===== config.mk =====
export PLATFORM = sky130hd
export DESIGN_NAME = sio_txbuf_ctrl
export DESIGN_NICKNAME = d
export VERILOG_FILES = /design/src/rtl/sio_txbuf_pkg.sv /design/src/rtl/sio_txbuf_slot.sv /design/src/rtl/sio_txbuf_flags.sv /design/src/rtl/sio_txbuf_ctrl.sv
export SDC_FILE = /design/constraint.sdc
export NUM_CORES = 1
export LEC_CHECK = 0
export BUFFER_PORTS_ARGS = -buffer_cell sky130_fd_sc_hd__buf_2
export CAP_MARGIN = 25
export CORE_MARGIN = 2
export CORE_UTILIZATION = 50
export DETAILED_ROUTE_END_ITERATION = 8
export PLACE_DENSITY_LB_ADDON = 0.1
export SLEW_MARGIN = 40
export SYNTH_ARGS = -nofsm -noshare
export SYNTH_HDL_FRONTEND = slang
export SYNTH_HIERARCHICAL = 1
export SYNTH_SLANG_ARGS = --single-unit

===== constraint.sdc =====
create_clock -name clk -period 3.7 [get_ports clk]
set_input_delay 0.185 -clock clk [delete_from_list [all_inputs] [get_ports clk]]
set_output_delay 0.185 -clock clk [all_outputs]
set_load 0.1 [all_outputs]

===== src/rtl/sio_txbuf_pkg.sv =====
package sio_txbuf_pkg;

    typedef enum logic [1:0] {
        SRC_NONE = 2'd0,
        SRC_BUF  = 2'd1,
        SRC_FIFO = 2'd2
    } load_src_e;

    typedef struct packed {
        logic unr;
        logic par;
        logic ovr;
    } flags_t;

endpackage


===== src/rtl/sio_txbuf_slot.sv =====
module sio_txbuf_slot
    import sio_txbuf_pkg::*;
#(
    parameter int DATA_W = 8
) (
    input  logic              clk,
    input  logic              rst_n,
    input  logic              fifo_en,
    input  logic              fifo_empty,
    input  logic [DATA_W-1:0] fifo_data,
    input  logic              wr_valid,
    input  logic [DATA_W-1:0] wr_data,
    input  logic              shift_done,
    input  logic              sclk_next,
    output logic              fifo_pop_o,
    output logic              starve_o,
    output logic              shift_load_o,
    output logic [DATA_W-1:0] shift_data_o,
    output logic              buf_full_o
);

    typedef struct packed {
        logic [DATA_W-1:0] buf_data;
        logic              buf_vld;
        logic              busy;
        logic              load;
        logic [DATA_W-1:0] ldata;
    } slot_t;

    slot_t     st_d, st_q;
    load_src_e src;
    logic      idle, req, fifo_has, buf_free, pop_refill;

    always_comb begin
        st_d       = st_q;
        src        = SRC_NONE;
        idle       = !st_q.busy || shift_done;
        req        = sclk_next && idle;
        fifo_has   = fifo_en && !fifo_empty;
        if (req) begin
            if (st_q.buf_vld)  src = SRC_BUF;
            else if (fifo_has) src = SRC_FIFO;
        end
        starve_o   = req && (src == SRC_NONE);
        buf_free   = !st_q.buf_vld || (src == SRC_BUF);
        pop_refill = buf_free && fifo_has && (src != SRC_FIFO);
        fifo_pop_o = pop_refill || (src == SRC_FIFO);

        st_d.load = (src != SRC_NONE);
        case (src)
            SRC_BUF:  st_d.ldata = st_q.buf_data;
            SRC_FIFO: st_d.ldata = fifo_data;
            default:  st_d.ldata = st_q.ldata;
        endcase

        if (pop_refill) begin
            st_d.buf_vld  = 1'b1;
            st_d.buf_data = fifo_data;
        end else if (buf_free && !fifo_en && wr_valid) begin
            st_d.buf_vld  = 1'b1;
            st_d.buf_data = wr_data;
        end else if (src == SRC_BUF) begin
            st_d.buf_vld  = 1'b0;
        end

        if (st_d.load)       st_d.busy = 1'b1;
        else if (shift_done) st_d.busy = 1'b0;
    end

    always_ff @(posedge clk or negedge rst_n) begin
        if (!rst_n) st_q <= '0;
        else        st_q <= st_d;
    end

    assign shift_load_o = st_q.load;
    assign shift_data_o = st_q.ldata;
    assign buf_full_o   = st_q.buf_vld;

    // the FIFO is only consumed when it is enabled and holds a word
    a_r3_pop_needs_data: assert property (@(posedge clk) disable iff (!rst_n)
        fifo_pop_o |-> (fifo_en && !fifo_empty));

    // a shifter load always follows a transfer clock
    a_r2_load_after_clock: assert property (@(posedge clk) disable iff (!rst_n)
        shift_load_o |-> $past(sclk_next));

    // a busy shifter ignores the transfer clock
    a_r11_no_load_while_busy: assert property (@(posedge clk) disable iff (!rst_n)
        (shift_load_o && !shift_done) |=> !shift_load_o);

    // a held word never disappears without a transfer clock
    a_r4_buf_hold: assert property (@(posedge clk) disable iff (!rst_n)
        (buf_full_o && !sclk_next) |=> buf_full_o);

endmodule


===== src/rtl/sio_txbuf_flags.sv =====
module sio_txbuf_flags
    import sio_txbuf_pkg::*;
(
    input  logic clk,
    input  logic rst_n,
    input  logic mode_io,
    input  logic clk_is_input,
    input  logic dbuf_en,
    input  logic starve,
    input  logic par_err,
    input  logic ovr_evt,
    input  logic stat_rd,
    output logic stat_err_o,
    output logic stat_ovr_o
);

    flags_t fl_d, fl_q;
    logic   unr_set, par_set, ovr_set;

    always_comb begin
        unr_set = mode_io && clk_is_input && dbuf_en && starve;
        par_set = !mode_io && par_err;
        ovr_set = ovr_evt && !(mode_io && !clk_is_input);
        fl_d.unr = unr_set || (fl_q.unr && !stat_rd);
        fl_d.par = par_set || (fl_q.par && !stat_rd);
        fl_d.ovr = ovr_set || (fl_q.ovr && !stat_rd);
    end

    always_ff @(posedge clk or negedge rst_n) begin
        if (!rst_n) fl_q <= '0;
        else        fl_q <= fl_d;
    end

    assign stat_err_o = mode_io ? fl_q.unr : fl_q.par;
    assign stat_ovr_o = fl_q.ovr;

    // a starved clock in the detecting configuration raises underrun
    a_r5_unr_on_starve: assert property (@(posedge clk) disable iff (!rst_n)
        (mode_io && clk_is_input && dbuf_en && starve) |=> fl_q.unr);

    // underrun needs an external serial clock
    a_r6_unr_needs_clk_in: assert property (@(posedge clk) disable iff (!rst_n)
        $rose(fl_q.unr) |-> $past(clk_is_input));

    // underrun needs double buffering
    a_r7_unr_needs_dbuf: assert property (@(posedge clk) disable iff (!rst_n)
        $rose(fl_q.unr) |-> $past(dbuf_en));

    // a read with no new event clears underrun
    a_r9_read_clears: assert property (@(posedge clk) disable iff (!rst_n)
        (stat_rd && !unr_set) |=> !fl_q.unr);

    // overrun is suppressed while the port drives its own clock in I/O mode
    a_r10_no_ovr_clk_out: assert property (@(posedge clk) disable iff (!rst_n)
        $rose(fl_q.ovr) |-> $past(!(mode_io && !clk_is_input)));

endmodule


===== src/rtl/sio_txbuf_ctrl.sv =====
module sio_txbuf_ctrl
    import sio_txbuf_pkg::*;
#(
    parameter int DATA_W = 8
) (
    input  logic              clk,
    input  logic              rst_n,
    input  logic              mode_io,
    input  logic              clk_is_input,
    input  logic              dbuf_en,
    input  logic              fifo_en,
    input  logic              fifo_empty,
    input  logic [DATA_W-1:0] fifo_data,
    output logic              fifo_pop,
    input  logic              wr_valid,
    input  logic [DATA_W-1:0] wr_data,
    input  logic              shift_done,
    input  logic              sclk_next,
    input  logic              par_err,
    input  logic              ovr_evt,
    input  logic              stat_rd,
    output logic              shift_load,
    output logic [DATA_W-1:0] shift_data,
    output logic              buf_full,
    output logic              stat_err,
    output logic              stat_ovr
);

    logic starve;

    sio_txbuf_slot #(.DATA_W(DATA_W)) slot_i (
        .clk          (clk),
        .rst_n        (rst_n),
        .fifo_en      (fifo_en),
        .fifo_empty   (fifo_empty),
        .fifo_data    (fifo_data),
        .wr_valid     (wr_valid),
        .wr_data      (wr_data),
        .shift_done   (shift_done),
        .sclk_next    (sclk_next),
        .fifo_pop_o   (fifo_pop),
        .starve_o     (starve),
        .shift_load_o (shift_load),
        .shift_data_o (shift_data),
        .buf_full_o   (buf_full)
    );

    sio_txbuf_flags flags_i (
        .clk          (clk),
        .rst_n        (rst_n),
        .mode_io      (mode_io),
        .clk_is_input (clk_is_input),
        .dbuf_en      (dbuf_en),
        .starve       (starve),
        .par_err      (par_err),
        .ovr_evt      (ovr_evt),
        .stat_rd      (stat_rd),
        .stat_err_o   (stat_err),
        .stat_ovr_o   (stat_ovr)
    );

endmodule


==> impl_metrics.tcl <==
set metrics [dict create \
    rsz0062_at_grt "false" \
    ys_seq_elements 22 \
    p_int_uw 533 \
    final_cell_area_um2 1400 \
    root_buffer "clkbuf_4" \
    synth.avg_cell_area_um2 11.8 \
    gr-total-overflow 0 \
    drv_cap 0 \
    pwr-share-comb_pct 56.1 \
    grt_max_degree 23 \
    crit_required_ns 3.51 \
    yosysSeqAreaShare_pct 46.7 \
    nNetsFinal 166 \
    tritoncts "yes" \
    remaining_drc_errors 0 \
    yosysTopAreaCellShare_pct 46.7 \
    die_h_um 52.6 \
    setup_viol 0 \
    ant_nets 0 \
    drv_slew 0 \
    p_leak_uw 0.000764 \
    cp-end-kind "primary output" \
    grt_pass1_vias 846 \
    fmax_mhz 516 \
    drt-wirelength-per-cell_um 13.6 \
    core-area_um2 2210 \
    drt_pass1_iterations 4 \
    period_needed_ns 1.94 \
    synth_area_leaders "dfrtp_1 47%, mux2_4 10%, mux2_2 7.6%, mux2i_1 6.8%, buf_4 5.1%" \
    min_path_cells 2 \
    skew_ns 0.00577 \
    cts-resized-gates 0 \
    arrival_ns 1.75 \
    critPathMaxFanout 3 \
    slew_headroom_pct 50.0 \
    hpwl_mm 1.69 \
    start_util_pct 53.3 \
    track_usage_pct 18.2 \
    chipWidth_um 52.6 \
    synth_top_area_cell "dfrtp_1" \
    power_frac_clock_pct 11.4 \
    tns_ns 0 \
    n_antenna_cell 0 \
    pin_count 42 \
    cts.clk_slew.worst_paths_ns 0.11 \
    min_from "stat_rd" \
    worst_pin_slew_ns 0.748 \
    path_cells "nor2b_1 -> o21ai_1 -> and2_1 -> buf_2" \
    status "complete, no violations" \
    grt_pass1_wl_mm 3.66 \
    drt_iter0_drc 12 \
    clock-sinks 22 \
    seq_power_share_pct 32.5 \
    hold_viol 0 \
    fill_cells 199 \
    cp-start-kind "flip-flop" \
    slowest_stage "dfrtp_1" \
    r2r_start "slot_i/buf_full_o$_DFFE_PN0P_" \
    ys_types 27 \
    wirelength_mm 2.23 \
    swShare_pct 52.6 \
    finalCritPeriodShare_pct 52.4 \
    critPathMaxStageDelay_ns 0.42 \
    cts.path.max_buffers 2 \
    hold_class "input pin to flip-flop" \
    yosysWarnings 6 \
    h-tree-depth 1 \
    via_count 847 \
    post-route-util_pct 63.1 \
    peakVddDrop_uv 708 \
    syn_area_um2 1180 \
    numCtsBuffers 3 \
    r2r-end "slot_i/shift_data_o[4]$_DFFE_PN0P_" \
    crit_family "flip-flops" \
    hold_end "flags_i/fl_q[1]$_DFF_PN0_" \
    dpl_cell_area_um2 1350 \
    drive_above_1_share_pct 49.3 \
    syn_to_final_growth_pct 18.3 \
    antenna_found_initial 0 \
    r2r_slack_ns 2.07 \
    io_buffers 41 \
    path_class "flip-flop to primary output" \
    power.net_switching_uw 591 \
    rows 17 \
    syn-num-nets 129 \
    ff2ff_path_depth 3 \
    gp_congestion 0.800 \
    syn_inst 100 \
    routed_via_density 5.16 \
    crit_buf_inv 1 \
    power.density_nw_per_um2 805 \
    dieArea_um2 2760 \
    clk_latency_ns 0.30 \
]
==> layer usage <==
metal	vias to the layer above	wire length [um]	global-route usage, %
met1	403	956	23.2
met2	29	1130	31.3
li1	413	-	-
met5	-	0	0
met4	0	14	6.41
met3	2	130	2.86
==> power groups by stage <==
stage / registers, uW / clock network [uW] / logic [uW]
after floorplan: 401 / 0 / 560
after global placement: 369 / 0 / 620
after detailed placement: 371 / 0 / 632
after CTS: 367 / 134 / 634
after global routing: 377 / 141 / 661
final: 366 / 128 / 630
==> cell type report <==
cell class | count | area [um2] | share of cell area (%)
clock buffers | 4 | 36.3 | 2.60
flip-flops and latches | 22 | 551 | 39.4
multi-input cells | 62 | 537 | 38.4
repair buffers | 42 | 215 | 15.4
inverters | 6 | 22.5 | 1.61
well taps | 28 | 35.0 | 2.51
==> layout by cell type, fill, tap and decap left out, drive strengths merged <==
master	netlist	routed
nor4	1	1
nand3	2	2
and2	1	1
o21ai	11	11
a22o	1	1
mux2i	8	8
clkbuf	0	4
nor2b	1	1
nand2b	3	3
buf	10	41
or3	1	1
and2b	1	1
o22ai	1	1
nand4	1	1
mux2	16	16
nand3b	1	1
inv	6	6
nand2	10	10
o211ai	1	1
nand4b	2	2
dlygate4sd3	0	1
dfrtp	22	22
==> cells by family (layout without fill, tap and decap cells) <==
logic type             Yosys count  in the layout  synth area share (%)
AND/OR/NAND/NOR                 24             24                  13.9
buffers and inverters           16             52                  7.85
AO/OA/AOI/OAI                   14             14                  7.00
flip-flops                      22             22                  46.7
multiplexers                    24             24                  24.6
==> stage by stage <==
| stage | instances | total power, uW | hold WS (ns) | setup WS, ns |
|---|---|---|---|---|
| 4_1_cts | 164 | 1140 | 0.0731 | 1.74 |
| 3_3_place_gp | 159 | 990 | 0.182 | 2.04 |
| 5_1_grt | 164 | 1180 | 0.0862 | 1.64 |
| 2_1_floorplan | 100 | 960 | -0.111 | 1.07 |
| 6_report | 164 | 1120 | 0.0905 | 1.76 |
| 3_5_place_dp | 159 | 1000 | 0.173 | 1.99 |
==> what timing repair did <==
item / in CTS / in global routing
hold endpoints to repair: 22 / 0
buffers inserted: 0 / 0
hold buffers: 1 / 0
==> worst max path at each step <==
stage / startpoint / end / slack [ns] / depth (start not counted)
4_1_cts: slot_i/st_q[9]$_DFFE_PN0P_ / fifo_pop / 1.74 / 4
3_5_place_dp: fifo_empty / slot_i/shift_data_o[4]$_DFFE_PN0P_ / 1.99 / 5
2_1_floorplan: flags_i/fl_q[1]$_DFF_PN0_ / stat_err / 1.07 / 2
5_1_grt: slot_i/st_q[9]$_DFFE_PN0P_ / fifo_pop / 1.64 / 4
3_3_place_gp: fifo_empty / slot_i/shift_data_o[1]$_DFFE_PN0P_ / 2.04 / 5
6_report: slot_i/st_q[9]$_DFFE_PN0P_ / fifo_pop / 1.76 / 4
==> synth_stat cells, drive strengths merged <==
cell / count
inv: 6
nand4b: 2
or3: 1
dfrtp: 22
nand2b: 3
mux2i: 8
a22o: 1
o22ai: 1
mux2: 16
o211ai: 1
nor2b: 1
and2: 1
nand3b: 1
nand2: 10
o21ai: 11
nor4: 1
and2b: 1
buf: 10
nand3: 2
nand4: 1
==> state kept, by name, summed over array words and instances, names as in the netlist <==
register and count:
slot_i/shift_load_o 1, slot_i/st_q 9, flags_i/fl_q 2, slot_i/shift_data_o 8, slot_i/buf_full_o 1, flags_i/stat_ovr_o 1
No activity file was read; power rests on OpenSTA's default activity.
